<file path="config.mk">
export PLATFORM = sky130hd
export DESIGN_NAME = ivt_lookup
export DESIGN_NICKNAME = d
export VERILOG_FILES = /design/src/rtl/ivt_pkg.sv /design/src/rtl/ivt_hash.sv /design/src/rtl/ivt_store.sv /design/src/rtl/ivt_walk.sv /design/src/rtl/ivt_lookup.sv
export SDC_FILE = /design/constraint.sdc
export NUM_CORES = 1
export LEC_CHECK = 0
export ABC_AREA = 1
export BUFFER_PORTS_ARGS = -buffer_cell sky130_fd_sc_hd__clkbuf_2
export CAP_MARGIN = 20
export CORE_MARGIN = 4
export CORE_UTILIZATION = 55
export DETAILED_ROUTE_END_ITERATION = 8
export MAX_ROUTING_LAYER = met4
export PLACE_DENSITY_LB_ADDON = 0.08
export SLEW_MARGIN = 20
export SYNTH_ARGS = -nofsm -noshare
export SYNTH_HDL_FRONTEND = slang
export SYNTH_HIERARCHICAL = 1
export SYNTH_SLANG_ARGS = --single-unit
export TNS_END_PERCENT = 10
</file>
<file path="constraint.sdc">
create_clock -name clk -period 2 [get_ports clk]
set_clock_uncertainty 0.2 [all_clocks]
set_input_delay 0.2 -clock clk [delete_from_list [all_inputs] [get_ports clk]]
set_output_delay 0.2 -clock clk [all_outputs]
set_load 0.02 [all_outputs]
</file>
<file path="src/rtl/ivt_pkg.sv">
package ivt_pkg;
  typedef enum logic [1:0] {
    WK_IDLE = 2'd0,
    WK_SCAN = 2'd1,
    WK_RESP = 2'd2
  } walk_state_e;
endpackage

</file>
<file path="src/rtl/ivt_hash.sv">
module ivt_hash #(
  parameter int PID_W  = 3,
  parameter int VPN_W  = 6,
  parameter int HASH_W = 2
) (
  input  logic [PID_W-1:0]  pid,
  input  logic [VPN_W-1:0]  vpn,
  output logic [HASH_W-1:0] slot
);
  localparam int NV = (VPN_W + HASH_W - 1) / HASH_W;
  localparam int NP = (PID_W + HASH_W - 1) / HASH_W;

  logic [NV*HASH_W-1:0] vpn_pad;
  logic [NP*HASH_W-1:0] pid_pad;

  assign vpn_pad = {{(NV*HASH_W-VPN_W){1'b0}}, vpn} ;
  assign pid_pad = {{(NP*HASH_W-PID_W){1'b0}}, pid} ;

  always_comb begin
    slot = '0;
    for (int i = 0; i < NV; i++) slot = slot ^ vpn_pad[i*HASH_W +: HASH_W];
    for (int i = 0; i < NP; i++) slot = slot ^ pid_pad[i*HASH_W +: HASH_W];
  end
endmodule

</file>
<file path="src/rtl/ivt_store.sv">
module ivt_store #(
  parameter int FRAMES = 8,
  parameter int PID_W  = 3,
  parameter int VPN_W  = 6,
  parameter int HASH_W = 2
) (
  input  logic                       clk,
  input  logic                       rst_n,
  input  logic                       wr_en,
  input  logic [$clog2(FRAMES)-1:0]  wr_frame,
  input  logic [HASH_W-1:0]          wr_slot,
  input  logic [PID_W-1:0]           wr_pid,
  input  logic [VPN_W-1:0]           wr_vpn,
  input  logic [HASH_W-1:0]          lk_slot,
  output logic                       lk_head_ok,
  output logic [$clog2(FRAMES)-1:0]  lk_head,
  input  logic [$clog2(FRAMES)-1:0]  rd_frame,
  output logic                       rd_ok,
  output logic [PID_W-1:0]           rd_pid,
  output logic [VPN_W-1:0]           rd_vpn,
  output logic                       rd_link_ok,
  output logic [$clog2(FRAMES)-1:0]  rd_link
);
  localparam int FW    = $clog2(FRAMES);
  localparam int SLOTS = 1 << HASH_W;

  logic [FRAMES-1:0]  ent_ok;
  logic [FRAMES-1:0]  ent_link_ok;
  logic [PID_W-1:0]   ent_pid  [FRAMES];
  logic [VPN_W-1:0]   ent_vpn  [FRAMES];
  logic [FW-1:0]      ent_link [FRAMES];
  logic [SLOTS-1:0]   anc_ok;
  logic [FW-1:0]      anc_head [SLOTS];

  // Valid bits carry reset; payload fields need none.
  always_ff @(posedge clk) begin
    if (!rst_n) begin
      ent_ok      <= '0;
      ent_link_ok <= '0;
      anc_ok      <= '0;
    end else if (wr_en) begin
      ent_ok[wr_frame]      <= 1'b1;
      ent_link_ok[wr_frame] <= anc_ok[wr_slot];
      anc_ok[wr_slot]       <= 1'b1;
    end
  end

  always_ff @(posedge clk) begin
    if (wr_en) begin
      ent_pid[wr_frame]  <= wr_pid;
      ent_vpn[wr_frame]  <= wr_vpn;
      ent_link[wr_frame] <= anc_head[wr_slot];
      anc_head[wr_slot]  <= wr_frame;
    end
  end

  assign lk_head_ok = anc_ok[lk_slot];
  assign lk_head    = anc_head[lk_slot];
  assign rd_ok      = ent_ok[rd_frame];
  assign rd_pid     = ent_pid[rd_frame];
  assign rd_vpn     = ent_vpn[rd_frame];
  assign rd_link_ok = ent_link_ok[rd_frame];
  assign rd_link    = ent_link[rd_frame];
endmodule

</file>
<file path="src/rtl/ivt_walk.sv">
module ivt_walk
  import ivt_pkg::*;
#(
  parameter int FRAMES = 8,
  parameter int PID_W  = 3,
  parameter int VPN_W  = 6,
  parameter int OFF_W  = 4
) (
  input  logic                       clk,
  input  logic                       rst_n,
  input  logic                       req_valid,
  output logic                       req_ready,
  input  logic [PID_W-1:0]           req_pid,
  input  logic [VPN_W-1:0]           req_vpn,
  input  logic [OFF_W-1:0]           req_off,
  input  logic                       ins_valid,
  output logic                       idle,
  input  logic                       head_ok,
  input  logic [$clog2(FRAMES)-1:0]  head,
  output logic [$clog2(FRAMES)-1:0]  cur,
  input  logic                       ent_ok,
  input  logic [PID_W-1:0]           ent_pid,
  input  logic [VPN_W-1:0]           ent_vpn,
  input  logic                       link_ok,
  input  logic [$clog2(FRAMES)-1:0]  link,
  output logic                       rsp_valid,
  input  logic                       rsp_ready,
  output logic                       rsp_hit,
  output logic [$clog2(FRAMES)-1:0]  rsp_frame,
  output logic [OFF_W-1:0]           rsp_off
);
  localparam int FW    = $clog2(FRAMES);
  localparam int CNT_W = $clog2(FRAMES + 1);
  localparam logic [CNT_W-1:0] LAST_VISIT = CNT_W'(FRAMES - 1);

  walk_state_e        state;
  logic [PID_W-1:0]   key_pid;
  logic [VPN_W-1:0]   key_vpn;
  logic [CNT_W-1:0]   visits;
  logic               match;

  assign idle      = (state == WK_IDLE);
  assign req_ready = idle && !ins_valid;
  assign rsp_valid = (state == WK_RESP);
  assign match     = ent_ok && (ent_pid == key_pid) && (ent_vpn == key_vpn);

  always_ff @(posedge clk) begin
    if (!rst_n) begin
      state     <= WK_IDLE;
      key_pid   <= '0;
      key_vpn   <= '0;
      rsp_off   <= '0;
      cur       <= '0;
      visits    <= '0;
      rsp_hit   <= 1'b0;
      rsp_frame <= '0;
    end else begin
      case (state)
        WK_IDLE: begin
          if (req_valid && req_ready) begin
            key_pid <= req_pid;
            key_vpn <= req_vpn;
            rsp_off <= req_off;
            visits  <= '0;
            if (head_ok) begin
              cur   <= head;
              state <= WK_SCAN;
            end else begin
              rsp_hit   <= 1'b0;
              rsp_frame <= '0;
              state     <= WK_RESP;
            end
          end
        end
        WK_SCAN: begin
          if (match) begin
            rsp_hit   <= 1'b1;
            rsp_frame <= cur;
            state     <= WK_RESP;
          end else if (!link_ok || visits == LAST_VISIT) begin
            rsp_hit   <= 1'b0;
            rsp_frame <= '0;
            state     <= WK_RESP;
          end else begin
            cur    <= link;
            visits <= visits + 1'b1;
          end
        end
        WK_RESP: begin
          if (rsp_ready) state <= WK_IDLE;
        end
        default: state <= WK_IDLE;
      endcase
    end
  end

  logic unused_fw;
  assign unused_fw = ^{FW{1'b0}};
endmodule

</file>
<file path="src/rtl/ivt_lookup.sv">
module ivt_lookup #(
  parameter int FRAMES = 8,
  parameter int PID_W  = 3,
  parameter int VPN_W  = 6,
  parameter int OFF_W  = 4,
  parameter int HASH_W = 2
) (
  input  logic                             clk,
  input  logic                             rst_n,
  input  logic                             req_valid,
  output logic                             req_ready,
  input  logic [PID_W-1:0]                 req_pid,
  input  logic [VPN_W-1:0]                 req_vpn,
  input  logic [OFF_W-1:0]                 req_off,
  output logic                             rsp_valid,
  input  logic                             rsp_ready,
  output logic                             rsp_hit,
  output logic                             rsp_fault,
  output logic [$clog2(FRAMES)-1:0]        rsp_frame,
  output logic [$clog2(FRAMES)+OFF_W-1:0]  rsp_paddr,
  input  logic                             ins_valid,
  output logic                             ins_ready,
  input  logic [$clog2(FRAMES)-1:0]        ins_frame,
  input  logic [PID_W-1:0]                 ins_pid,
  input  logic [VPN_W-1:0]                 ins_vpn
);
  localparam int FW = $clog2(FRAMES);

  logic [HASH_W-1:0] req_slot, ins_slot;
  logic              idle, wr_en;
  logic              head_ok, ent_ok, link_ok, hit_q;
  logic [FW-1:0]     head, cur, link;
  logic [PID_W-1:0]  ent_pid;
  logic [VPN_W-1:0]  ent_vpn;
  logic [OFF_W-1:0]  off_q;

  ivt_hash #(.PID_W(PID_W), .VPN_W(VPN_W), .HASH_W(HASH_W)) u_hash_req (
    .pid(req_pid), .vpn(req_vpn), .slot(req_slot));

  ivt_hash #(.PID_W(PID_W), .VPN_W(VPN_W), .HASH_W(HASH_W)) u_hash_ins (
    .pid(ins_pid), .vpn(ins_vpn), .slot(ins_slot));

  assign ins_ready = idle;
  assign wr_en     = ins_valid && ins_ready;

  ivt_store #(.FRAMES(FRAMES), .PID_W(PID_W), .VPN_W(VPN_W), .HASH_W(HASH_W)) u_store (
    .clk(clk), .rst_n(rst_n),
    .wr_en(wr_en), .wr_frame(ins_frame), .wr_slot(ins_slot),
    .wr_pid(ins_pid), .wr_vpn(ins_vpn),
    .lk_slot(req_slot), .lk_head_ok(head_ok), .lk_head(head),
    .rd_frame(cur), .rd_ok(ent_ok), .rd_pid(ent_pid), .rd_vpn(ent_vpn),
    .rd_link_ok(link_ok), .rd_link(link));

  ivt_walk #(.FRAMES(FRAMES), .PID_W(PID_W), .VPN_W(VPN_W), .OFF_W(OFF_W)) u_walk (
    .clk(clk), .rst_n(rst_n),
    .req_valid(req_valid), .req_ready(req_ready),
    .req_pid(req_pid), .req_vpn(req_vpn), .req_off(req_off),
    .ins_valid(ins_valid), .idle(idle),
    .head_ok(head_ok), .head(head), .cur(cur),
    .ent_ok(ent_ok), .ent_pid(ent_pid), .ent_vpn(ent_vpn),
    .link_ok(link_ok), .link(link),
    .rsp_valid(rsp_valid), .rsp_ready(rsp_ready),
    .rsp_hit(hit_q), .rsp_frame(rsp_frame), .rsp_off(off_q));

  assign rsp_hit   = rsp_valid && hit_q;
  assign rsp_fault = rsp_valid && !hit_q;
  assign rsp_paddr = {rsp_frame, off_q};
endmodule


</file>
==> results by group, run 1 <==
Status
  – Status: finished with violations
  – Failing checks: negative setup slack

Final layout
  – Layout cell share with drive strength beyond 1: 0.183
  – Synthesis-to-layout area growth: 27.7%
  – Fillcell total: 958
  – Post-Layout Cell Count: 1,153
  – Most common cell after layout, fill and taps aside: nand2_1
  – Multi-input gate area: 2440 um^2
  – Reg area: 4170 um^2
  – Layout Nets: 999
  – Diode count: 0
  – Final core utilization: 0.719
  – Commonest cells after routing, fill and taps aside: nand2_1, edfxtp_1, inv_1, nand3_1, buf_4

GRT
  – Pin count of the biggest net entering global routing: 27
  – Global-route wire length before repair: 28,400 um
  – Overall routing resource usage: 0.261
  – Vias in the first global route: 5,777
  – Initial antenna violation count: 0
  – Grt ovf: 0

Floorplanning
  – Die height: 122 um
  – Die W: 122 um
  – Core area: 12,700 um^2
  – Ports: 45
  – Die area: 14,900 um^2
  – Core Rows: 41
  – Starting Density: 0.563

Detailed routing
  – ANT nets after route: 0
  – Routed WL: 18,300 um
  – First DRT Iteration DRCs: 463
  – Vias per inst: 5.13
  – Drt wl/cell: 15.8 um
  – DRT Pass-1 Iters: 5
  – DRC: 0
  – Via count: 5,910

STA
  – Final Hold Vio Count: 0
  – Max Clk Rate: 429 MHz
  – Final setup fails: 13
  – Worst hold slack: 41.8 ps
  – Final worst setup slack: -330 ps
  – Setup TNS: -3400 ps
  – Min cycle time layout: 2330 ps
  – Slew headroom: 0.677
  – Final Slew Violations: 0
  – Period utilization: 1.17
  – RSZ-0062 raised after global routing: yes
  – Actual slew at the worst max-slew pin: 481 ps

Critical path
  – Crit path DAT: 2470 ps
  – CP required: 2140 ps
  – Worst path slowest cell: dfxtp_4
  – CP max stage delay: 420 ps
  – CP cell instances: inv_8 -> clkbuf_16 -> buf_12 -> nand2_2 -> nand3_1 -> nand2_1 -> nand2_1 -> nand2_2 -> o21ai_2 -> nor2_1 -> nand2_1 -> o21bai_4 -> buf_4 -> nand3_1 -> a21oi_1
  – Crit path max fanout: 6
  – Most used cell, CP: nand2_1
  – CP delay by family, top: simple AND/OR/NAND/NOR gates
  – CP endpoint kind: register
  – Critical path class: register to register
  – CP Launch Type: register
  – CP Buf/Inv Count: 4

Clock network
  – Maximum buffer depth of the clock tree: 2
  – Clock transition at path regs: 60 ps
  – TritonCTS clock tree: built
  – Clock Sinks: 154
  – TritonCTS Buffers: 17
  – Worst-skew pair later-pin latency: 420 ps
  – H-Tree Depth: 4
  – Clock Tree Root: clkbuf_16

Run
  – # Max-Cap Violations: 0

Logic synthesis
  – Top cells by area, synth: edfxtp_1, nand2_1, dfxtp_1, inv_1, nand3_1
  – Syn Inst Count: 836
  – Avg Inst Size Synth: 8.53 um^2
  – Post-synthesis cell type count: 32
  – Synthesis warning total: 6
  – Leading area contributor after synthesis: edfxtp_1
  – Post-synthesis sequential area ratio: 0.584
  – Post-synth top area share: 0.455
  – Syn Nets: 867
  – Cell Area, Synth: 7130 um^2
  – Register bit count reported by yosys: 154

Min path
  – Hold/Removal Path Class: primary input to register

Power
  – Pwr Total: 8.88 mW
  – Lkg Pwr: 4.21 nW
  – Power Density: 975 nW/um^2
  – Worst vdd ir: 0.616 mV

Place
  – Gpl congestion: 0.851
  – HPWL Detailed: 12,200 um
  – Port buffer count: 44
  – Placed cells: 1,086
-- path summary, 6_finish.rpt --
path / startpoint / endpoint / slack (ps) / cells past startpoint
setup / recovery: u_walk/cur[0]$_SDFFE_PN0P_ / u_walk/visits[1]$_SDFFE_PN0P_ / -330 / 15
hold / removal: ins_vpn[1] / u_store/ent_vpn[3][1]$_DFFE_PP_ / 40 / 2
setup reg to reg: u_walk/cur[0]$_SDFFE_PN0P_ / u_walk/visits[1]$_SDFFE_PN0P_ / -330 / 15
hold reg to reg: u_store/ent_ok[1]$_SDFFE_PN0P_ / u_store/ent_ok[1]$_SDFFE_PN0P_ / 260 / 2
-- power breakdown --
part	switching (mW)	internal, mW	leakage (nW)	total [mW]
registers	0.0766	3.60	1.36	3.68
logic	1.12	0.712	2.55	1.83
clock network	1.29	2.09	0.301	3.38
total	2.48	6.40	4.21	8.88
-- layer usage --
| layer | share of wire | wire length [um] | up-vias | GRT usage |
|---|---|---|---|---|
| met5 | 0 | 0 | - | - |
| li1 | - | - | 2907 | - |
| met3 | 0.055 | 1010 | 41 | 0.0506 |
| met2 | 0.49 | 9020 | 194 | 0.422 |
| met4 | 0.023 | 412 | 0 | 0.102 |
| met1 | 0.43 | 7830 | 2768 | 0.328 |
-- sequential cells by signal, summed over array words and instances, names as in the netlist, 4 cells and up --
register	flops
u_store/ent_vpn	48
u_store/ent_link	24
u_store/ent_pid	24
u_store/anc_head	12
u_store/ent_link_ok	8
u_store/ent_ok	8
u_walk/key_vpn	6
u_store/anc_ok	4
u_walk/rsp_off	4
u_walk/visits	4
-- metrics by stage --
step / cell area (um^2) / setup slack, ps
3_3_place_gp: 7990 / -229
6_report: 9110 / -330
5_1_grt: 9110 / -438
3_5_place_dp: 7990 / -298
4_1_cts: 9000 / -298
2_1_floorplan: 7140 / -118
-- cell type report --
cell class | count | share of cell area
clock inverters | 15 | 0.0217
flip-flops and latches | 154 | 0.458
inverters | 109 | 0.0457
repair buffers | 141 | 0.137
clock buffers | 17 | 0.0467
well taps | 172 | 0.0236
multi-input cells | 545 | 0.268
-- cells by family after synthesis --
kind of cell | after synthesis | synth area share
simple gates | 466 | 0.265
flops | 154 | 0.584
buf+inv | 137 | 0.0838
compound gates | 68 | 0.0531
xor+xnor | 10 | 0.0123
fa+ha+maj | 1 | 0.00175
-- Yosys cell counts (all sizes together) --
master and n:
nand2 371, edfxtp 108, inv 108, nand3 49, dfxtp 46, nor2 41
a21oi 38, buf 25, o21ai 19, xor2 6, o22ai 4, xnor2 4
clkbuf 3, o21a 3, a22oi 2, nand4 2, nor3 2, clkinv 1
ha 1, nor3b 1, o211ai 1, o21bai 1
-- timing repair --
item,in CTS,in global routing
hold buffers,31,0
endpoints found under the hold margin,92,0
gates resized for setup,12,28
endpoints found under the setup margin,13,31
gates cloned,0,1
pin swaps,1,4
buffers inserted,2,1
(Power assumes the default switching activity.)
==> run 2: changes to the inputs <==
Clock period 2 ns to 2.7 ns, I/O delays scaled along.
==> run 2 against run 1 <==
Net effect:
- the flow now finishes without violations
- power decreased by 31%
- hold slack got worse by 27 ps
- core utilization fell by 5.4 points
- final cell count decreased by 4.2%
- routed wire length shrank 3.3%
- global-route usage shrank 0.23 points
- count of clock-buffer cells in the layout rose by 4
- critical path type unchanged
==> results by group, run 2 (same netlist as run 1, synthesis figures left out) <==
STA
  – Period utilization: 0.938
  – Actual slew at the worst max-slew pin: 561 ps
  – Final Slew Violations: 0
  – Slew headroom: 0.624
  – Final setup fails: 0
  – Final worst setup slack: 168 ps
  – Min cycle time layout: 2530 ps
  – Setup TNS: 0 ps
  – Max Clk Rate: 395 MHz
  – Final Hold Vio Count: 0

Status
  – Status: finished clean

Floorplanning
  – Core Rows: 41
  – Die W: 122 um
  – Starting Density: 0.563
  – Ports: 45
  – Core area: 12,700 um^2
  – Die area: 14,900 um^2
  – Die height: 122 um

Detailed routing
  – Vias per inst: 5.13
  – Routed WL: 17,700 um
  – DRT Pass-1 Iters: 5
  – ANT nets after route: 0
  – DRC: 0
  – Via count: 5,659
  – Drt wl/cell: 16.0 um
  – First DRT Iteration DRCs: 556

Run
  – # Max-Cap Violations: 0

Power
  – Reg power frac: 0.444
  – Lkg Pwr: 3.89 nW
  – Sw Share: 0.282
  – Power share of the clock group: 0.372
  – Sw power: 1.73 mW
  – Worst vdd ir: 0.498 mV
  – Power Density: 729 nW/um^2
  – Internal: 4.41 mW
  – Combinational Power Share: 0.184

Place
  – Gpl congestion: 0.890
  – Placed cells: 1,045
  – HPWL Detailed: 11,600 um
  – Placement Setup Slack: 113 ps
  – Port buffer count: 44

Critical path
  – Crit path max fanout: 16
  – CP cell instances: inv_6 -> buf_6 -> nand2_1 -> nand2_1 -> nand2_1 -> nand2_1 -> nand2_1 -> nand2_1 -> inv_1 -> nand2_1 -> nand2_1 -> nor2_1 -> nand3_1 -> o21bai_4 -> nand3_2 -> nand2_1 -> a21oi_1
  – Most used cell, CP: nand2_1
  – CP max stage delay: 380 ps
  – CP Launch Type: register
  – Worst path slowest cell: dfxtp_2
  – Critical path class: register to register
  – CP endpoint kind: register
  – Crit path DAT: 2620 ps
  – CP required: 2790 ps

Min path
  – Hold/Removal Path Class: primary input to register

Clock network
  – Worst-skew pair later-pin latency: 420 ps
  – Clock Tree Root: clkbuf_16
  – Clock Sinks: 154
  – Maximum buffer depth of the clock tree: 2
  – TritonCTS clock tree: built
  – Clock transition at path regs: 60 ps
  – H-Tree Depth: 4
  – TritonCTS Buffers: 17

GRT
  – Initial antenna violation count: 0
  – Global-route wire length before repair: 28,000 um
  – Pin count of the biggest net entering global routing: 57
  – Overall routing resource usage: 0.259
  – Grt ovf: 0
  – Vias in the first global route: 5,352

Final layout
  – Synthesis-to-layout area growth: 18.2%
  – Layout Nets: 950
  – Commonest cells after routing, fill and taps aside: nand2_1, edfxtp_1, inv_1, nand3_1, dfxtp_1
  – Max reg flops: 48
  – Diode count: 0
  – Fillcell total: 1,068
  – Top reg by flops: u_store/ent_vpn
  – Post-Layout Cell Count: 1,104
  – Most common cell after layout, fill and taps aside: nand2_1
  – Final core utilization: 0.666
  – Top Registers: u_store/ent_vpn (48), u_store/ent_link (24), u_store/ent_pid (24)
  – Layout cell share with drive strength beyond 1: 0.123
run 2: critical path: cells and delay by family (launching register included):
kind / cells / cell delay, ps
and+or+nand+nor: 12 / 1100
DFF: 1 / 380
buffers and inverters: 3 / 370
AOI/OAI and AO/OA: 2 / 330
run 2: final cells by class:
cell class,count,area (um^2),area share
Sequential cell,154,4170,0.494
Multi-Input combinational cell,545,2380,0.282
Clock buffer,21,450,0.0534
Tap cell,172,215,0.0255
Clock inverter,11,123,0.0145
Inverter,109,414,0.0491
Timing Repair Buffer,92,689,0.0818
run 2: worst paths after layout:
kind,end,from,slack [ps],cells after the start
worst min-delay path,u_store/ent_vpn[1][0]$_DFFE_PP_,ins_vpn[0],20,1
worst min register to register,u_store/ent_ok[7]$_SDFFE_PN0P_,u_store/ent_ok[7]$_SDFFE_PN0P_,270,2
worst max register to register,u_walk/rsp_frame[2]$_SDFFE_PN0P_,u_walk/cur[0]$_SDFFE_PN0P_,170,17
worst max-delay path,u_walk/rsp_frame[2]$_SDFFE_PN0P_,u_walk/cur[0]$_SDFFE_PN0P_,170,17
run 2: power groups by stage:
| stage | Combinational [mW] | Sequential, mW | Clock (mW) |
|---|---|---|---|
| after detailed placement | 1.08 | 2.77 | 0 |
| final | 1.13 | 2.73 | 2.29 |
| after global routing | 1.27 | 2.73 | 2.44 |
| after floorplan | 0.748 | 2.76 | 0 |
| after global placement | 1.06 | 2.77 | 0 |
| after CTS | 1.11 | 2.72 | 2.32 |
run 2: what timing repair did:
| item | CTS | global route |
|---|---|---|
| endpoints found under the setup margin | 0 | 10 |
| endpoints found under the hold margin | 73 | 0 |
| setup buffers | 0 | 1 |
| hold buffers | 25 | 0 |
| gates resized for setup | 0 | 5 |
run 2: metrics by stage:
stage	instance area (um^2)	power [mW]	hold WS [ps]
after global placement	7560	3.83	247
after global routing	8430	6.44	6.48
after floorplan	7130	3.51	169
final	8430	6.15	15.0
after detailed placement	7560	3.85	260
after CTS	8390	6.15	1.21
run 2: routing by layer:
metal  global-route usage  wire length, um  up-vias
met4               0.0819              320        0
met2                0.401             8430      186
li1                     -                -     2805
met1                0.351             7930     2640
met3               0.0464              988       28
met5                    -                0        -
==> run 3: changes to the inputs <==
Settings changed: CORE_MARGIN 4 to unset, PLACE_DENSITY set to 0.71, PLACE_DENSITY_LB_ADDON 0.08 to unset.
==> run 3 against run 2 <==
Net effect:
- die area down 9.6%
- largest power group unchanged
- critical endpoint is now u_walk/visits[0]$_SDFFE_PN0P_
- clock power is 14% higher
- count of clock-buffer cells in the layout grew 3
- critical path type unchanged
- combinational power shrank 4%
==> results by group, run 3 (same netlist as run 1, synthesis figures left out) <==
Final layout
  – Diode count: 0
  – Commonest cells after routing, fill and taps aside: nand2_1, edfxtp_1, inv_1, nand3_1, dfxtp_1
  – Top Registers: u_store/ent_vpn (48), u_store/ent_link (24), u_store/ent_pid (24)
  – Most common cell after layout, fill and taps aside: nand2_1
  – Top reg by flops: u_store/ent_vpn
  – Layout cell share with drive strength beyond 1: 0.119
  – Synthesis-to-layout area growth: 18.7%
  – Layout Nets: 949
  – Fillcell total: 1,024
  – Post-Layout Cell Count: 1,103
  – Final Cell Area: 8460 um^2
  – Max reg flops: 48

Clock network
  – Clock Sinks: 154
  – Maximum buffer depth of the clock tree: 2
  – Clock Tree Root: clkbuf_16
  – Clock transition at path regs: 60 ps
  – TritonCTS Buffers: 17
  – Worst-skew pair later-pin latency: 430 ps
  – H-Tree Depth: 4
  – TritonCTS clock tree: built

Critical path
  – CP required: 2800 ps
  – FF-to-FF setup slack: 250 ps
  – Worst path slowest cell: dfxtp_2
  – Crit path DAT: 2550 ps
  – CP Launch Type: register
  – Crit path max fanout: 27
  – CP max stage delay: 340 ps
  – CP cell instances: inv_2 -> buf_12 -> nand2_1 -> nand2_1 -> nand2_1 -> nand2_1 -> nand2_1 -> nand2_1 -> inv_1 -> nand2_1 -> nand2_1 -> nor2_1 -> nand3_1 -> o21bai_4 -> inv_1 -> o21ai_1 -> a21oi_1
  – Most used cell, CP: nand2_1
  – Critical path class: register to register
  – CP endpoint kind: register

Floorplanning
  – Die area: 13,400 um^2
  – Ports: 45
  – Core Rows: 41
  – Core area: 12,600 um^2
  – Starting Density: 0.565
  – Die height: 116 um
  – Die W: 116 um

Detailed routing
  – ANT nets after route: 0
  – Vias per inst: 5.18
  – DRC: 0
  – Via count: 5,718
  – First DRT Iteration DRCs: 529
  – DRT Pass-1 Iters: 5
  – Routed WL: 16,900 um
  – Drt wl/cell: 15.3 um

GRT
  – Pin count of the biggest net entering global routing: 28
  – Overall routing resource usage: 0.278
  – Initial antenna violation count: 0
  – Global-route wire length before repair: 26,600 um
  – Grt ovf: 0
  – Vias in the first global route: 5,362

STA
  – Setup TNS: 0 ps
  – Period utilization: 0.908
  – Slew headroom: 0.651
  – Min cycle time layout: 2450 ps
  – Final worst setup slack: 248 ps
  – Final setup fails: 0
  – RSZ-0062 raised after global routing: no
  – Max Clk Rate: 408 MHz
  – Final Slew Violations: 0
  – Actual slew at the worst max-slew pin: 520 ps
  – Final Hold Vio Count: 0

Power
  – Power Density: 759 nW/um^2
  – Worst vdd ir: 0.488 mV
  – Lkg Pwr: 3.90 nW

Run
  – # Max-Cap Violations: 0

Place
  – Placement Setup Slack: 316 ps
  – Placed cells: 1,044
  – Post-DP Area: 7540 um^2
  – Gpl congestion: 0.916
  – Port buffer count: 44
  – HPWL Detailed: 10,800 um

Min path
  – Hold/Removal Path Class: primary input to register

Status
  – Status: finished clean
[run 3: cell count changes in the layout (fill, tap and decap cells not counted), moves of 2 or more]
cell	change
clkbuf_8	+2
bufinv_16	+3
clkinv_2	-2
clkinv_4	-3
inv_6	-2
[run 3: path summary, 6_finish.rpt]
| kind | from | to | cells past startpoint |
|---|---|---|---|
| min | ins_vpn[2] | u_store/ent_vpn[5][2]$_DFFE_PP_ | 1 |
| min reg2reg | u_store/ent_ok[7]$_SDFFE_PN0P_ | u_store/ent_ok[7]$_SDFFE_PN0P_ | 2 |
| max reg2reg | u_walk/cur[0]$_SDFFE_PN0P_ | u_walk/visits[0]$_SDFFE_PN0P_ | 17 |
| max | u_walk/cur[0]$_SDFFE_PN0P_ | u_walk/visits[0]$_SDFFE_PN0P_ | 17 |
[run 3: final cells by class]
class	count	area (um^2)	share of cell area
sequential	154	4170	0.492
tap	172	215	0.0254
clock buffer	24	482	0.0569
timing repair buffer	91	654	0.0773
clock inverter	8	168	0.0198
inverter	109	409	0.0483
multi-input combinational	545	2370	0.280
[run 3: critical path, delay by kind of cell, from the launching register on]
family                 cells  cell delay (ps)
AO/OA/AOI/OAI              3              510
AND/OR/NAND/NOR           10              860
flip-flops                 1              340
buffers and inverters      4              420
[run 3: report_power, final]
| group | switching [mW] | total (mW) | internal [mW] | leakage, nW |
|---|---|---|---|---|
| combinational | 0.749 | 1.09 | 0.344 | 2.23 |
| clock | 0.898 | 2.61 | 1.71 | 0.314 |
| sequential | 0.0555 | 2.72 | 2.67 | 1.36 |
| total | 1.70 | 6.42 | 4.72 | 3.90 |
[run 3: layer usage]
metal	vias to the layer above	track usage	share of wire
li1	2807	-	-
met2	223	0.443	0.48
met3	33	0.0533	0.068
met1	2655	0.345	0.42
met4	0	0.121	0.024
met5	-	-	0
[run 3: timing repair]
item,in CTS,in global routing
buffers inserted,0,1
hold buffers,26,0
resized for setup,0,2
endpoints found under the hold margin,79,0
endpoints found under the setup margin,0,2
[run 3: per-stage QoR]
stage / util / hold slack (ps) / power, mW
2_1_floorplan: - / 169 / 3.51
3_3_place_gp: 0.598 / 246 / 3.78
3_5_place_dp: 0.598 / 255 / 3.81
4_1_cts: 0.670 / 4.23 / 6.44
5_1_grt: 0.671 / 10.9 / 6.68
6_report: 0.671 / 25.1 / 6.42
